### src/rtl/swa_pkg.sv
package swa_pkg;

    typedef enum logic [1:0] {
        ST_IDLE,
        ST_LOAD,
        ST_ASSIGN,
        ST_FIN
    } swa_state_e;

endpackage

### src/rtl/lsort_insert.sv
module lsort_insert #(
    parameter int NUM   = 8,
    parameter int LEN_W = 4,
    parameter int ID_W  = 6,
    localparam int CNT_W = $clog2(NUM + 1),
    localparam int IDX_W = (NUM > 1) ? $clog2(NUM) : 1
) (
    input  logic             clk,
    input  logic             rst_n,
    input  logic             clear,
    input  logic             ins_valid,
    input  logic [LEN_W-1:0] ins_len,
    input  logic [ID_W-1:0]  ins_id,
    input  logic             descending,
    input  logic [IDX_W-1:0] rd_idx,
    output logic [LEN_W-1:0] rd_len,
    output logic [ID_W-1:0]  rd_id,
    output logic [CNT_W-1:0] count
);

    logic [NUM-1:0][LEN_W-1:0] len_v;
    logic [NUM-1:0][ID_W-1:0]  id_v;
    logic [NUM-1:0]            stays_ahead;
    logic [CNT_W-1:0]          count_q;
    logic                      do_ins;

    assign do_ins = ins_valid && (count_q != CNT_W'(NUM));

    // an occupied slot stays ahead of the new entry when it is not strictly
    // behind it in the chosen order; equal lengths stay ahead (stable order)
    always_comb begin
        for (int i = 0; i < NUM; i++) begin
            stays_ahead[i] = (CNT_W'(i) < count_q) &&
                (descending ? (len_v[i] >= ins_len) : (len_v[i] <= ins_len));
        end
    end

    for (genvar i = 0; i < NUM; i++) begin : g_slot
        logic [LEN_W-1:0] len_r;
        logic [ID_W-1:0]  id_r;
        if (i == 0) begin : g_head
            always_ff @(posedge clk or negedge rst_n) begin
                if (!rst_n) begin
                    len_r <= '0;
                    id_r  <= '0;
                end else if (do_ins && !stays_ahead[0]) begin
                    len_r <= ins_len;
                    id_r  <= ins_id;
                end
            end
        end else begin : g_body
            always_ff @(posedge clk or negedge rst_n) begin
                if (!rst_n) begin
                    len_r <= '0;
                    id_r  <= '0;
                end else if (do_ins && !stays_ahead[i]) begin
                    if (stays_ahead[i-1]) begin
                        len_r <= ins_len;
                        id_r  <= ins_id;
                    end else begin
                        len_r <= len_v[i-1];
                        id_r  <= id_v[i-1];
                    end
                end
            end
        end
        assign len_v[i] = len_r;
        assign id_v[i]  = id_r;
    end

    always_ff @(posedge clk or negedge rst_n) begin
        if (!rst_n) begin
            count_q <= '0;
        end else if (clear) begin
            count_q <= '0;
        end else if (do_ins) begin
            count_q <= count_q + CNT_W'(1);
        end
    end

    assign rd_len = len_v[rd_idx];
    assign rd_id  = id_v[rd_idx];
    assign count  = count_q;

endmodule

### src/rtl/wl_queue_bank.sv
module wl_queue_bank #(
    parameter int NUM_WL = 4,
    parameter int QW     = 6,
    parameter int LEN_W  = 4,
    localparam int WL_W  = (NUM_WL > 1) ? $clog2(NUM_WL) : 1
) (
    input  logic                     clk,
    input  logic                     rst_n,
    input  logic                     age,
    input  logic                     add_en,
    input  logic [WL_W-1:0]          add_sel,
    input  logic [LEN_W-1:0]         add_len,
    output logic [NUM_WL-1:0][QW-1:0] q
);

    for (genvar w = 0; w < NUM_WL; w++) begin : g_wl
        logic [QW-1:0] q_r;
        always_ff @(posedge clk or negedge rst_n) begin
            if (!rst_n) begin
                q_r <= '0;
            end else if (age) begin
                if (q_r != '0) begin
                    q_r <= q_r - QW'(1);
                end
            end else if (add_en && (add_sel == WL_W'(w))) begin
                q_r <= q_r + QW'(add_len);
            end
        end
        assign q[w] = q_r;
    end

endmodule

### src/rtl/wl_argmin.sv
module wl_argmin #(
    parameter int NUM_WL = 4,
    parameter int QW     = 6,
    localparam int WL_W  = (NUM_WL > 1) ? $clog2(NUM_WL) : 1
) (
    input  logic [NUM_WL-1:0][QW-1:0] q,
    output logic [WL_W-1:0]           min_idx,
    output logic [QW-1:0]             min_val
);

    // strict compare: the lowest index keeps a tie
    always_comb begin
        min_idx = '0;
        min_val = q[0];
        for (int w = 1; w < NUM_WL; w++) begin
            if (q[w] < min_val) begin
                min_idx = WL_W'(w);
                min_val = q[w];
            end
        end
    end

endmodule

### src/rtl/sorted_wl_assigner.sv
module sorted_wl_assigner
    import swa_pkg::*;
#(
    parameter int MAX_PKTS    = 8,
    parameter int NUM_WL      = 4,
    parameter int LEN_W       = 4,
    parameter int ID_W        = 6,
    parameter int DEPTH       = 12,
    parameter int SLOT_BUDGET = 24,
    localparam int WL_W  = (NUM_WL > 1) ? $clog2(NUM_WL) : 1,
    localparam int DLY_W = $clog2(DEPTH + 1),
    localparam int QW    = $clog2(DEPTH + (1 << LEN_W)) + 1,
    localparam int CNT_W = $clog2(MAX_PKTS + 1),
    localparam int IDX_W = (MAX_PKTS > 1) ? $clog2(MAX_PKTS) : 1,
    localparam int BUD_W = $clog2(SLOT_BUDGET + 1)
) (
    input  logic             clk,
    input  logic             rst_n,
    input  logic             batch_start,
    input  logic             longest_first,
    input  logic             desc_valid,
    input  logic             desc_last,
    input  logic [LEN_W-1:0] desc_len,
    input  logic [ID_W-1:0]  desc_id,
    output logic             res_valid,
    output logic [ID_W-1:0]  res_id,
    output logic [LEN_W-1:0] res_len,
    output logic [WL_W-1:0]  res_wl,
    output logic [DLY_W-1:0] res_delay,
    output logic             res_drop,
    output logic             done,
    output logic             overrun
);

    localparam logic [QW-1:0] DEPTH_Q = QW'(DEPTH);

    swa_state_e               state_q, state_d;
    logic                     mode_q;
    logic [IDX_W-1:0]         rd_idx;
    logic [CNT_W-1:0]         sort_cnt;
    logic [LEN_W-1:0]         rd_len;
    logic [ID_W-1:0]          rd_id;
    logic [NUM_WL-1:0][QW-1:0] q;
    logic [WL_W-1:0]          min_idx;
    logic [QW-1:0]            min_val;
    logic [BUD_W-1:0]         cyc_q;
    logic                     overrun_q;
    logic                     accept_start;
    logic                     drop_now;
    logic                     last_entry;
    logic                     in_assign;

    assign accept_start = (state_q == ST_IDLE) && batch_start;
    assign in_assign    = (state_q == ST_ASSIGN);
    assign drop_now     = (min_val > DEPTH_Q);
    assign last_entry   = ((CNT_W'(rd_idx) + CNT_W'(1)) == sort_cnt);

    lsort_insert #(
        .NUM   (MAX_PKTS),
        .LEN_W (LEN_W),
        .ID_W  (ID_W)
    ) u_sort (
        .clk        (clk),
        .rst_n      (rst_n),
        .clear      (accept_start),
        .ins_valid  ((state_q == ST_LOAD) && desc_valid),
        .ins_len    (desc_len),
        .ins_id     (desc_id),
        .descending (mode_q),
        .rd_idx     (rd_idx),
        .rd_len     (rd_len),
        .rd_id      (rd_id),
        .count      (sort_cnt)
    );

    wl_queue_bank #(
        .NUM_WL (NUM_WL),
        .QW     (QW),
        .LEN_W  (LEN_W)
    ) u_bank (
        .clk     (clk),
        .rst_n   (rst_n),
        .age     (accept_start),
        .add_en  (in_assign && !drop_now),
        .add_sel (min_idx),
        .add_len (rd_len),
        .q       (q)
    );

    wl_argmin #(
        .NUM_WL (NUM_WL),
        .QW     (QW)
    ) u_min (
        .q       (q),
        .min_idx (min_idx),
        .min_val (min_val)
    );

    // state register
    always_ff @(posedge clk or negedge rst_n) begin
        if (!rst_n) begin
            state_q <= ST_IDLE;
        end else begin
            state_q <= state_d;
        end
    end

    // transitions
    always_comb begin
        state_d = state_q;
        unique case (state_q)
            ST_IDLE:   if (batch_start) state_d = ST_LOAD;
            ST_LOAD:   if (desc_valid && desc_last) state_d = ST_ASSIGN;
            ST_ASSIGN: if (last_entry) state_d = ST_FIN;
            ST_FIN:    state_d = ST_IDLE;
            default:   state_d = ST_IDLE;
        endcase
    end

    // batch bookkeeping, result registers and slot budget
    always_ff @(posedge clk or negedge rst_n) begin
        if (!rst_n) begin
            mode_q    <= 1'b0;
            rd_idx    <= '0;
            res_valid <= 1'b0;
            res_id    <= '0;
            res_len   <= '0;
            res_wl    <= '0;
            res_delay <= '0;
            res_drop  <= 1'b0;
            cyc_q     <= '0;
            overrun_q <= 1'b0;
        end else begin
            res_valid <= in_assign;
            if (accept_start) begin
                mode_q    <= longest_first;
                rd_idx    <= '0;
                cyc_q     <= '0;
                overrun_q <= 1'b0;
            end else if (state_q != ST_IDLE) begin
                if (cyc_q != BUD_W'(SLOT_BUDGET)) begin
                    cyc_q <= cyc_q + BUD_W'(1);
                end
                if ((cyc_q == BUD_W'(SLOT_BUDGET - 1)) && (state_q != ST_FIN)) begin
                    overrun_q <= 1'b1;
                end
            end
            if (in_assign) begin
                rd_idx    <= rd_idx + IDX_W'(1);
                res_id    <= rd_id;
                res_len   <= rd_len;
                res_drop  <= drop_now;
                res_wl    <= drop_now ? '0 : min_idx;
                res_delay <= drop_now ? '0 : DLY_W'(min_val);
            end
        end
    end

    // outputs
    always_comb begin
        done    = (state_q == ST_FIN);
        overrun = overrun_q;
    end

endmodule

### config.mk
export PLATFORM = sky130hd
export DESIGN_NAME = sorted_wl_assigner
export DESIGN_NICKNAME = d
export VERILOG_FILES = /design/src/rtl/swa_pkg.sv /design/src/rtl/lsort_insert.sv /design/src/rtl/wl_queue_bank.sv /design/src/rtl/wl_argmin.sv /design/src/rtl/sorted_wl_assigner.sv
export SDC_FILE = /design/constraint.sdc
export NUM_CORES = 1
export LEC_CHECK = 0
export ABC_AREA = 1
export BUFFER_PORTS_ARGS = -buffer_cell sky130_fd_sc_hd__clkbuf_2
export CORE_MARGIN = 2
export CORE_UTILIZATION = 25
export DETAILED_ROUTE_END_ITERATION = 12
export PLACE_DENSITY = 0.43
export SYNTH_ARGS = -nofsm -noshare
export SYNTH_HDL_FRONTEND = slang
export SYNTH_SLANG_ARGS = --single-unit
export TNS_END_PERCENT = 1
### constraint.sdc
create_clock -name clk -period 6.32 [get_ports clk]
set_input_delay 0.316 -clock clk [delete_from_list [all_inputs] [get_ports clk]]
set_output_delay 0.316 -clock clk [all_outputs]
set_load 0.005 [all_outputs]
* Word-level counts from Yosys, hierarchy flattened *
Cells that the tools add are included.
W data, S select, Z words.

operators by class
  add/subtract/negate cells = 12
  multiply operators = 0
  divide/modulo/power cells = 0
  magnitude comparators = 29
  eq/ne operators = 18
  shift operators = 0
  mux-type cells = 60
  bitwise gates (word level) = 0
  reductions and logical operators = 58

operator list
  kind                   count
  $mux W6                23
  $mux W4                11
  $ge A4 B4 Y1           8
  $le A4 B4 Y1           8
  $logic_and A1 B1 Y1    26
  $add A6 B4 Y6          4
  $reduce_bool A6 Y1     4
  $sub A6 B1 Y6 const B  4
  $reduce_bool A2 Y1     10
  $bmux W6 S3            1
  $lt A6 B6 Y1           3
  $lt A3 B4 Y1 const A   4
  $mux W5                3
  $bmux W4 S3            1
  $mux W1                12
  $mux W2                6
  $reduce_and A2 Y1      6
  $ne A2 B1 Y1 const B   5
  $logic_not A1 Y1       9
  $eq A2 B2 Y1 const B   4
  $lt A1 B4 Y1 const A   2
  $lt A2 B4 Y1 const A   2
  $pmux W2 S4            1
  $gt A6 B4 Y1 const B   1
  14 further kinds       19

word-level totals
  bits in registers = 138
  latch bits = 0
  bits in writable memories = 0
  memory bits (read-only) = 0
  input bits = 16
  output and inout port bits = 20
  word-level logic and storage cells = 209
  memories = 0

* Depth between registers and ports, before layout *
  depth in word-level cells = 12
  depth in mapped cells = 32
  gate-level depth less buffers = 29

* Hierarchy *
From an unflattened synthesis, not the netlist that was laid out.

second synthesis, totals
  cell total of the unflattened synthesis = 1509
  area total of the unflattened synthesis = 10256.1 µm²

modules (own cells, without submodules)
  module              instances  cells each  area an instance (µm²)  seq. area each (µm²)
  lsort_insert        1          932         6012.0                  2102.0
  wl_queue_bank       1          278         2059.5                  600.6
  sorted_wl_assigner  1          170         1456.4                  750.7
  wl_argmin           1          129         728.2                   0.0

* Worst setup path before layout *
No wires, ideal clock.

  path kind = register to register
  from = register u_bank.g_wl[0].q_r[5]
  to = register u_bank.g_wl[0].q_r[1]
  library setup time = 0.121 ns
  arrival time = 4.382 ns
  slack = 1.817 ns
  stages on the path, launching flop included = 31
  path buffers = 3
  clock period less this slack = 4.503 ns
  cells stage by stage = dfrtp_1 -> inv_1 -> ha_1 -> nand2_2 -> inv_2 -> a21oi_4 -> nand2_2 -> buf_6 -> o21ai_0 -> ha_1 -> a21o_1 -> a21oi_1 -> nand2_1 -> inv_1 -> nand2_1 -> buf_4 -> o21ai_0 -> ha_1 -> a21oi_1 -> nor2_1 -> a211oi_1 -> nand2_4 -> nand2_1 -> nand2_2 -> nor2_4 -> nand2_4 -> nand3_2 -> nand2_2 -> buf_6 -> nand2_1 -> o21ai_2

between the ends
  longest elaborated chain between the ends = 12
  elaborated cells between the ends (all ways) = 18
  those cells by class = order compare (4); eq/ne (1); mux (6); reduce/logical (7)

ends and longest elaborated chain
  what                                  line                      text
  from (decl)                           wl_queue_bank.sv:17       logic [QW-1:0] q_r;
  from (signal assigned)                wl_queue_bank.sv:23       q_r <= q_r - QW'(1);
  from (signal assigned)                wl_queue_bank.sv:26       q_r <= q_r + QW'(add_len);
  $lt A6 B6 Y1                          wl_argmin.sv:16           if (q[w] < min_val) begin
  $mux W6                               wl_argmin.sv:16
  $lt A6 B6 Y1                          wl_argmin.sv:16
  $mux W6                               wl_argmin.sv:16
  $lt A6 B6 Y1                          wl_argmin.sv:16
  $mux W6                               wl_argmin.sv:16
  $gt A6 B4 Y1                          sorted_wl_assigner.sv:55  assign drop_now = (min_val > DEPTH_Q);
  $logic_not A1 Y1                      sorted_wl_assigner.sv:84  .add_en (in_assign && !drop_now),
  $logic_and A1 B1 Y1                   sorted_wl_assigner.sv:84
  $logic_and A1 B1 Y1                   wl_queue_bank.sv:25       end else if (add_en && (add_sel == WL_W'(w))) begin
  $reduce_bool A2 Y1 (no source line)   n/a
  $reduce_and A2 Y1 (no source line) *  n/a

Every way passes the cells marked *; elsewhere a longest branch is shown, timed or not.
A chain may end at the register's enable or synchronous reset.

* Final worst setup path *
  from = register u_bank.g_wl[0].q_r[5]
  to = register u_bank.g_wl[0].q_r[0]

The elaborated chain is that of the path after synthesis.

==> key figures <==
Yosys
  • Synth Instances: 1177
  • Syn Area/Cell: 7.76 µm²
  • Synth Warn #: 0
  • Number of synthesized register bits: 138
  • Synth Cell Area: 9140 µm²
  • Distinct cell type count of the synthesized netlist: 43
  • Sequential element share of the synthesized area: 0.378
  • Most used flip-flop cell after synthesis: dfrtp_1
  • Post-synth EDFFs: 0
  • Post-Syn Nets: 1273
  • Async S/R FF share, synth: 1.00

Critical path
  • Worst Reg-to-Reg Cells: 26
  • Crit path largest cell delay: 0.56 ns
  • FF-to-FF End: u_bank.g_wl[0].q_r[0]
  • CP Capture Type: flip-flop
  • Worst path slowest cell: a211oi_1
  • WP buf/inv: 2
  • Setup CP Type: flip-flop to flip-flop
  • Worst-path maximum fanout: 11
  • WP data required: 6.67 ns
  • Crit path DAT: 5.44 ns
  • R2r setup slk: 1.23 ns
  • Startpoint class of the critical path: flip-flop
  • Most used cell, CP: nand2_1
  • FF-to-FF Start: u_bank.g_wl[0].q_r[5]
  • Largest delay share family, worst path: simple AND/OR/NAND/NOR gates

Power
  • Pwr Total: 2.08 mW
  • Leakage Power: 5.17 nW
  • Power Density: 199 nW/µm²
  • Peak VDD IR: 0.000185 V

STA
  • Slew margin rel.: 0.362
  • Final hold vios: 0
  • Final slew viol count: 0
  • Final min period: 5.09 ns
  • Clk_skew: 0.0125 ns
  • Number of setup violations in the final report: 0
  • Unrepaired setup endpoints after global routing: false
  • Setup TNS Final: 0 ns
  • Period Utilization, post-route: 0.806
  • Max Freq: 196 MHz
  • Slew of the pin with the lowest slew margin: 0.957 ns

Layout
  • Share of layout cells above drive strength 1: 0.0944
  • Post-Route Utilization: 0.287
  • Most common cell after layout, fill and taps aside: o21ai_0
  • Total Nets Final: 1292
  • N_diodes: 0
  • Filler Cell Count: 3996
  • Area grow syn2layout: 14.0%
  • Register area: 3450 µm²
  • Multi-input logic area: 4930 µm²
  • Most frequent cells in the layout: o21ai_0, nand2_1, inv_1

Routing
  • DRT antenna net count: 0
  • Final Routed Wirelength: 27.8 mm
  • DRT Pass-1 Iters: 5
  • WL per Instance: 16.6 µm
  • Vias per cell: 4.68
  • Initial drt markers: 427
  • Via count: 7839
  • DRC viols: 0

Hold path
  • Hold Path Stages: 3
  • Worst Hold Class: input pin to flip-flop
  • HP Start: longest_first
  • Hold Path End: mode_q

Floorplanning
  • I/O pin cnt: 36
  • Die Y-Extent: 195 µm
  • Initial core utilization: 0.252
  • Die Area: 38100 µm²
  • Overall die width: 195 µm
  • Area of the core: 36300 µm²
  • # rows: 70

Global route
  • Overall routing resource usage: 0.152
  • First-pass GRT wire length: 44.9 mm
  • Vias in the first global route: 7734
  • GRT overflow: 0
  • Largest net degree at the start of global routing: 73
  • Initial antenna violation count: 0

CTS
  • TritonCTS Sinks: 138
  • Later-pin clock latency in the skew report: 0.44 ns
  • Clock transition at path regs: 0.06 ns
  • CTS tree: done
  • CTS root buf: clkbuf_16
  • Longest Clk Path Bufs: 2
  • H-tree Lvls: 4
  • Total CTS buffers: 17
  • Post-CTS setup buffers: 0

Placed design
  • Placer Congestion: 0.831
  • HPWL Detailed: 20.1 mm
  • IO Port Bufs: 35

Run
  • Max cap viols: 0

Outcome
  • Outcome: finished clean
-- sequential cells by signal, indices dropped and copies added (netlist names), 2 cells and up --
signal	cells
res_id	6
u_sort.count	4
res_wl	2
res_len	4
u_sort.g_slot.id_r	48
u_bank.g_wl.q_r	24
res_delay	4
rd_idx	3
cyc_q	5
u_sort.g_slot.len_r	32
state_q	2
-- where the power goes --
group          switching (mW)  internal [mW]  total, mW
combinational          0.0695         0.0211     0.0907
sequential                  0          0.883      0.883
clock                   0.441          0.662       1.10
total                   0.511           1.57       2.08
-- worst max path at each step --
stage,depth (start not counted),slack [ns],startpoint,to
2_1_floorplan,30,1.82,u_bank.g_wl[0].q_r[5],u_bank.g_wl[0].q_r[1]
3_3_place_gp,28,1.35,u_bank.g_wl[0].q_r[5],u_bank.g_wl[0].q_r[5]
6_report,26,1.23,u_bank.g_wl[0].q_r[5],u_bank.g_wl[0].q_r[0]
3_5_place_dp,27,1.28,u_bank.g_wl[0].q_r[5],u_bank.g_wl[0].q_r[3]
4_1_cts,26,1.22,u_bank.g_wl[0].q_r[5],u_bank.g_wl[0].q_r[3]
5_1_grt,26,0.69,u_bank.g_wl[0].q_r[5],u_bank.g_wl[0].q_r[3]
-- synth_stat cells, types with 4 or more instances --
master      n  area [µm²]
ha_1       76         951
nand2_2    10        62.6
dfrtp_1   138        3450
xor2_1     20         175
inv_1     146         548
nand2_1   203         762
mux2_2      9         101
nand4_1     7        43.8
o21ai_0   215        1080
o31ai_1     5        37.5
nor2_1     44         165
clkbuf_1   43         161
nand3_1    55         275
o21ai_1     8        40.0
a211oi_1    9        67.6
xnor2_1     8        70.1
a21oi_1   132         661
a21o_1      4        30.0
o21ai_2     5        43.8
fa_1        4        80.1
-- cell type report --
class / instances / area share
Clock buffer: 17 / 0.0408
Clock inverter: 13 / 0.0189
Inverter: 149 / 0.0537
Multi-Input combinational cell: 844 / 0.473
Sequential cell: 138 / 0.331
Tap cell: 468 / 0.0562
Timing Repair Buffer: 46 / 0.0256
-- per-layer routing --
metal,GRT usage,part of all wire,vias up
met5,0,0,-
met4,0.0404,0.0096,0
met3,0.0202,0.023,23
met2,0.254,0.48,101
met1,0.206,0.49,3711
li1,-,-,4004
-- cell families after synthesis --
logic type | after synthesis | synth area share
XOR/XNOR | 28 | 0.0268
AO/OA/AOI/OAI | 393 | 0.228
adder cells (fa/ha/maj) | 80 | 0.113
flip-flops | 138 | 0.378
AND/OR/NAND/NOR | 334 | 0.161
buffers and inverters | 195 | 0.0822
multiplexers | 9 | 0.0111
-- tightest hold or removal path: stages --
cell and delay, ns:
clkbuf_2 0.08, nand2_1 0.05, o21ai_0 0.06
-- through the flow --
step,instances,hold slack [ns],cell area [µm²],setup WS (ns)
after global placement,1644,0.414,9790,1.35
after detailed placement,1644,0.415,9790,1.28
after floorplan,1177,0.0204,9140,1.82
after CTS,1675,0.0951,10400,1.22
final,1675,0.118,10400,1.23
after global routing,1675,0.117,10400,0.692
-- timing repair --
| action | CTS | global route |
|---|---|---|
| endpoints found under the hold margin | 71 | 0 |
| resized for setup | 0 | 0 |
| hold buffers | 1 | 0 |
(Power assumes the default switching activity.)
